### config.mk
export PLATFORM = sky130hd
export DESIGN_NAME = xfer_seq
export DESIGN_NICKNAME = d
export VERILOG_FILES = /design/src/rtl/xseq_pkg.sv /design/src/rtl/xseq_ctrl.sv /design/src/rtl/xseq_route.sv /design/src/rtl/xfer_seq.sv
export SDC_FILE = /design/constraint.sdc
export NUM_CORES = 1
export LEC_CHECK = 0
export BUFFER_PORTS_ARGS = -buffer_cell sky130_fd_sc_hd__buf_2
export CORE_AREA = 2 2 92 94
export DETAILED_ROUTE_END_ITERATION = 16
export DIE_AREA = 0 0 94 96
export PLACE_DENSITY = 0.68
export SETUP_SLACK_MARGIN = 0.3
export SYNTH_ARGS = -nofsm -noshare
export SYNTH_HDL_FRONTEND = slang
export SYNTH_SLANG_ARGS = --single-unit
### constraint.sdc
create_clock -name clk -period 1.4 [get_ports clk]
set_input_delay 0.28 -clock clk [delete_from_list [all_inputs] [get_ports clk]]
set_output_delay 0.28 -clock clk [all_outputs]
set_load 0.01 [all_outputs]
### src/rtl/xseq_pkg.sv
package xseq_pkg;
    typedef enum logic {
        HALF_LO = 1'b0,
        HALF_HI = 1'b1
    } half_e;

    // Half chosen for a beat: two-word order by byte order and beat number,
    // single word by data type (float -> upper, integer -> lower).
    function automatic half_e pick_half(input logic dbl, input logic is_int,
                                        input logic big, input logic second);
        if (dbl)
            return (second ^ big) ? HALF_HI : HALF_LO;
        return is_int ? HALF_LO : HALF_HI;
    endfunction
endpackage

### src/rtl/xseq_ctrl.sv
module xseq_ctrl #(
    parameter int INSTR_W = 32,
    parameter int IDX_W   = 4,
    parameter int IDX_LSB = 12
) (
    input  logic             clk,
    input  logic             rst_n,
    input  logic             start,
    input  logic [INSTR_W-1:0] instr,
    input  logic             store_in,
    input  logic             dbl_in,
    input  logic             int_in,
    input  logic             big_in,
    input  logic             beat_strobe,
    input  logic             beat_is_data,
    output logic             accept,
    output logic             store,
    output logic             dbl,
    output logic             is_int,
    output logic             big,
    output logic             second,
    output logic [IDX_W-1:0] idx,
    output logic             done
);
    typedef struct packed {
        logic             busy;
        logic             store;
        logic             dbl;
        logic             is_int;
        logic             big;
        logic             second;
        logic             done;
        logic [IDX_W-1:0] idx;
    } ctl_s;

    ctl_s st_d, st_q;
    logic last_beat;
    logic instr_unused;

    assign instr_unused = ^{instr[INSTR_W-1:IDX_LSB+IDX_W], instr[IDX_LSB-1:0]};

    assign accept    = st_q.busy && beat_strobe && beat_is_data;
    assign last_beat = !st_q.dbl || st_q.second;

    always_comb begin
        st_d      = st_q;
        st_d.done = 1'b0;
        if (start) begin
            st_d.busy   = 1'b1;
            st_d.store  = store_in;
            st_d.dbl    = dbl_in;
            st_d.is_int = int_in;
            st_d.big    = big_in;
            st_d.second = 1'b0;
            st_d.idx    = instr[IDX_LSB +: IDX_W];
        end else if (accept) begin
            if (last_beat) begin
                st_d.busy   = 1'b0;
                st_d.second = 1'b0;
                st_d.done   = 1'b1;
            end else begin
                st_d.second = 1'b1;
            end
        end
    end

    always_ff @(posedge clk) begin
        if (!rst_n) st_q <= '0;
        else        st_q <= st_d;
    end

    assign store  = st_q.store;
    assign dbl    = st_q.dbl;
    assign is_int = st_q.is_int;
    assign big    = st_q.big;
    assign second = st_q.second;
    assign idx    = st_q.idx;
    assign done   = st_q.done;

    p_done_single_r9: assert property (@(posedge clk) disable iff (!rst_n)
        st_q.done |=> !st_q.done);
    p_done_idle_r9: assert property (@(posedge clk) disable iff (!rst_n)
        st_q.done |-> !st_q.busy);
    p_second_in_dbl_r3: assert property (@(posedge clk) disable iff (!rst_n)
        st_q.second |-> (st_q.busy && st_q.dbl));
    p_restart_clears_r11: assert property (@(posedge clk) disable iff (!rst_n)
        start |=> (st_q.busy && !st_q.second));
endmodule

### src/rtl/xseq_route.sv
module xseq_route
    import xseq_pkg::*;
#(
    parameter int DATA_W = 32
) (
    input  logic              clk,
    input  logic              rst_n,
    input  logic              accept,
    input  logic              store,
    input  logic              dbl,
    input  logic              is_int,
    input  logic              big,
    input  logic              second,
    input  logic [DATA_W-1:0] mem_rdata,
    input  logic [DATA_W-1:0] rd_hi,
    input  logic [DATA_W-1:0] rd_lo,
    output logic              we_hi,
    output logic              we_lo,
    output logic [DATA_W-1:0] wd_hi,
    output logic [DATA_W-1:0] wd_lo,
    output logic [DATA_W-1:0] st_data
);
    half_e sel;
    logic  widen;

    assign sel   = pick_half(dbl, is_int, big, second);
    assign widen = !dbl && is_int;

    always_comb begin
        we_hi   = 1'b0;
        we_lo   = 1'b0;
        wd_hi   = mem_rdata;
        wd_lo   = mem_rdata;
        st_data = '0;
        if (accept) begin
            if (store) begin
                st_data = (sel == HALF_HI) ? rd_hi : rd_lo;
            end else if (widen) begin
                we_hi = 1'b1;
                we_lo = 1'b1;
                wd_hi = {DATA_W{mem_rdata[DATA_W-1]}};
            end else begin
                we_hi = (sel == HALF_HI);
                we_lo = (sel == HALF_LO);
            end
        end
    end

    p_store_no_write_r7: assert property (@(posedge clk) disable iff (!rst_n)
        store |-> !(we_hi || we_lo));
    p_float_upper_r5: assert property (@(posedge clk) disable iff (!rst_n)
        (accept && !store && !dbl && !is_int) |-> (we_hi && !we_lo));
    p_sign_fill_r6: assert property (@(posedge clk) disable iff (!rst_n)
        (we_hi && we_lo) |-> (wd_hi == {DATA_W{mem_rdata[DATA_W-1]}}));
    p_idle_quiet_r8: assert property (@(posedge clk) disable iff (!rst_n)
        !accept |-> (!we_hi && !we_lo && st_data == '0));
endmodule

### src/rtl/xfer_seq.sv
module xfer_seq #(
    parameter int DATA_W  = 32,
    parameter int INSTR_W = 32,
    parameter int REG_CNT = 16,
    parameter int IDX_LSB = 12
) (
    input  logic                       clk,
    input  logic                       rst_n,
    input  logic                       xfer_start,
    input  logic [INSTR_W-1:0]         xfer_instr,
    input  logic                       xfer_store,
    input  logic                       xfer_double,
    input  logic                       xfer_int,
    input  logic                       big_endian,
    input  logic                       beat_strobe,
    input  logic                       beat_is_data,
    input  logic [DATA_W-1:0]          mem_rdata,
    input  logic [DATA_W-1:0]          rd_hi,
    input  logic [DATA_W-1:0]          rd_lo,
    output logic [$clog2(REG_CNT)-1:0] rf_idx,
    output logic                       rf_we_hi,
    output logic                       rf_we_lo,
    output logic [DATA_W-1:0]          rf_wd_hi,
    output logic [DATA_W-1:0]          rf_wd_lo,
    output logic [DATA_W-1:0]          st_data,
    output logic                       done
);
    localparam int IDX_W = $clog2(REG_CNT);

    logic accept, store, dbl, is_int, big, second;

    xseq_ctrl #(.INSTR_W(INSTR_W), .IDX_W(IDX_W), .IDX_LSB(IDX_LSB)) u_ctrl (
        .clk(clk), .rst_n(rst_n), .start(xfer_start), .instr(xfer_instr),
        .store_in(xfer_store), .dbl_in(xfer_double), .int_in(xfer_int),
        .big_in(big_endian), .beat_strobe(beat_strobe), .beat_is_data(beat_is_data),
        .accept(accept), .store(store), .dbl(dbl), .is_int(is_int), .big(big),
        .second(second), .idx(rf_idx), .done(done)
    );

    xseq_route #(.DATA_W(DATA_W)) u_route (
        .clk(clk), .rst_n(rst_n), .accept(accept), .store(store), .dbl(dbl),
        .is_int(is_int), .big(big), .second(second), .mem_rdata(mem_rdata),
        .rd_hi(rd_hi), .rd_lo(rd_lo), .we_hi(rf_we_hi), .we_lo(rf_we_lo),
        .wd_hi(rf_wd_hi), .wd_lo(rf_wd_lo), .st_data(st_data)
    );
endmodule

==> impl_metrics.tcl <==
set metrics [dict create \
    arrival_ns 1.55 \
    worstSetupPathType "flop to output port" \
    ir_worst_vdd_uv 648 \
    rsz0062_at_grt "true" \
    area_growth_syn_to_layout_pct 112 \
    fin_setup_tns_ns -25.77 \
    grt_max_degree 34 \
    layout.nets 582 \
    reg2regPathDepth 4 \
    finalClockSkew_ns 0.00280 \
    fp.dieW_um 94 \
    dieHeight_um 96 \
    syn_area_per_cell_um2 6.66 \
    start_util_pct 21.6 \
    grt_antenna_before_repair 0 \
    vias_per_cell 4.29 \
    clk_path_buf_depth 2 \
    grt_use_total_pct 13.3 \
    cts.sinks 11 \
    yosysTopAreaCellShare_pct 23.6 \
    row_count 33 \
    synthTopCellsByCount "95 x nand2_1, 41 x mux2i_1, 39 x buf_4" \
    r2r_end "u_ctrl.st_q[10]" \
    place.gp.congestion 0.739 \
    leakagePower_nw 1.79 \
    cts_tree "yes" \
    gr-total-overflow 0 \
    critPathSlowestCell "dfxtp_2" \
    slew_headroom_pct 77.4 \
    min_path_type "input port to flop" \
    holdPathStages 3 \
    die-area_um2 9020 \
    setup_viol 65 \
    synth_area_um2 1740 \
    rr_startpoint "u_ctrl.dbl" \
    violations "negative setup slack" \
    timing.final.crit_share_pct 131 \
    drive_gt1_share_pct 70.7 \
    synth_top_area_cell "mux2i_1" \
    powerDensity_nw_per_um2 414 \
    synth.distinct_cells 22 \
    synth_sequential_area_ratio_pct 12.7 \
    end_kind "output port" \
    yosysWarnings 0 \
    worstPathRequired_ns 1.12 \
    fin_util_pct 45.8 \
    clk_pin_slew_ns 0.05 \
    holdWs_ns 0.305 \
    wl_met2_um 3770 \
    start_kind "flop" \
    tightestPinTransition_ns 0.335 \
    hold_viol 0 \
    vias 2356 \
    slew_viol_final 0 \
    async_reset_ff_share_pct 0 \
    met1Wirelength_um 2570 \
    cp_cell_sequence "xnor2_2 -> a21boi_4 -> buf_12 -> buf_12 -> mux2i_4 -> buf_2" \
    crit_path_max_fanout 7 \
    clk_latency_ns 0.23 \
    routed.top_layer "met4" \
    routedWlPerCell_um 12.5 \
    fin_crit_ns 1.83 \
    antennaDiodeCount 0 \
    drtIter0Drc 36 \
    grt_pass1_wl_um 9900 \
    max_freq_mhz 546 \
    h-tree-depth 1 \
    cp_common_cell "buf_12" \
    slowest_delay_ns 0.33 \
    maxCapViolCount 0 \
    dpl.hpwl_um 5080 \
    min_from "big_endian" \
    postRouteAntennaNets 0 \
    portBuffers 211 \
    yosysMostFrequentCell "nand2_1" \
    synth-seq-cells 11 \
    syn_inst 261 \
    root_buffer "clkbuf_8" \
    ff2ff_setup_slack_ns 0.36 \
    synth_flop_cell "dfxtp_1" \
    cts_made_buffers 3 \
    drc 0 \
    dr.pass1.iters 4 \
    drt_wl_total_um 6840 \
    synth_nets 398 \
    fin_ws_ns -0.431 \
    dr_wl_met3_um 445 \
    design.core.area_um2 8050 \
    hold_end "u_ctrl.big" \
    status "finished, violations left" \
    synth-edff-count 0 \
    yosys-top-cells-area "mux2i_1 24%, nand2_1 21%, buf_4 17%, dfxtp_1 13%, o21ai_0 8.9%" \
    num_io_pins 240 \
    grt_pass1_vias 2243 \
]
==> what timing repair did <==
action,CTS,global route
pin swaps,1,0
hold buffers,0,0
endpoints found under the hold margin,0,0
gates resized for setup,49,29
setup buffers,1,0
endpoints found under the setup margin,65,65
cloned,3,1
==> registers in the layout, summed over array words and instances, names as in the netlist <==
| register | count |
|---|---|
| u_ctrl.st_q | 1 |
| u_ctrl.second | 1 |
| u_ctrl.big | 1 |
| u_ctrl.store | 1 |
| u_ctrl.is_int | 1 |
| u_ctrl.done | 1 |
| u_ctrl.idx | 4 |
| u_ctrl.dbl | 1 |
==> cells by family (layout without fill, tap and decap cells) <==
| group | Yosys count | in the layout | share of synthesized area (%) |
|---|---|---|---|
| AND/OR/NAND/NOR | 113 | 113 | 28.1 |
| XOR/XNOR | 1 | 1 | 0.504 |
| flip-flops | 11 | 11 | 12.7 |
| multiplexers | 41 | 41 | 23.6 |
| AO/OA/AOI/OAI | 35 | 35 | 10.5 |
| buffers and inverters | 60 | 243 | 24.6 |
==> cell usage in the layout, fill, tap and decap left out, types with 2 or more instances in the layout <==
cell	Yosys	routed
o21ai_0	31	9
nor2b_1	9	9
dfxtp_2	0	6
nand2_1	95	64
mux2i_4	0	18
o21a_1	2	2
buf_6	6	39
o21ai_1	0	22
buf_12	0	7
clkbuf_8	0	3
buf_2	9	173
buf_4	39	15
buf_16	0	3
mux2i_2	0	11
nand2_4	0	30
dfxtp_1	11	5
mux2i_1	41	12
==> report_power, final <==
group	internal (W)	switching (W)	total, W
Clock	0.000199	0.000111	0.000310
Combinational	0.000492	0.000380	0.000872
Sequential	0.000332	0.0000126	0.000345
Total	0.00102	0.000504	0.00153
==> critical path, delay by kind of cell, from the launching register on <==
family	cells	cell delay, ns
buf+inv	3	0.46
mux	1	0.22
xor+xnor	1	0.15
compound gates	1	0.16
flops	1	0.33
==> layer usage <==
layer	up-vias	track usage (%)
li1	1179	-
met1	1061	14.6
met2	110	27.1
met3	6	1.33
met4	0	3.38
met5	-	0
==> through the flow <==
step | power (W) | setup WS (ns) | std cells | cell area [um^2]
after floorplan | 0.000842 | -0.109 | 261 | 2270
after global placement | 0.00112 | -0.292 | 540 | 3240
after detailed placement | 0.00113 | -0.298 | 540 | 3240
after CTS | 0.00153 | -0.450 | 548 | 3600
after global routing | 0.00162 | -0.480 | 549 | 3690
final | 0.00153 | -0.431 | 549 | 3690
==> final cells by class <==
cell class	count	area (um^2)
fillers	791	4360
repair buffers	238	1670
multi-input cells	190	1610
flip-flops and latches	11	228
well taps	105	131
clock buffers	4	45.0
inverters	1	3.75
==> worst max-delay path by stage <==
stage / cells after the start / slack [ns] / start / end
floorplan: 5 / -0.11 / u_ctrl.dbl / st_data[12]
global placement: 6 / -0.29 / beat_strobe / rf_wd_hi[30]
detailed placement: 6 / -0.30 / beat_strobe / rf_wd_hi[8]
CTS: 6 / -0.45 / u_ctrl.big / st_data[11]
global route: 6 / -0.48 / u_ctrl.second / st_data[6]
finish: 6 / -0.43 / u_ctrl.big / st_data[11]
Power figures use the tool's default switching activity.
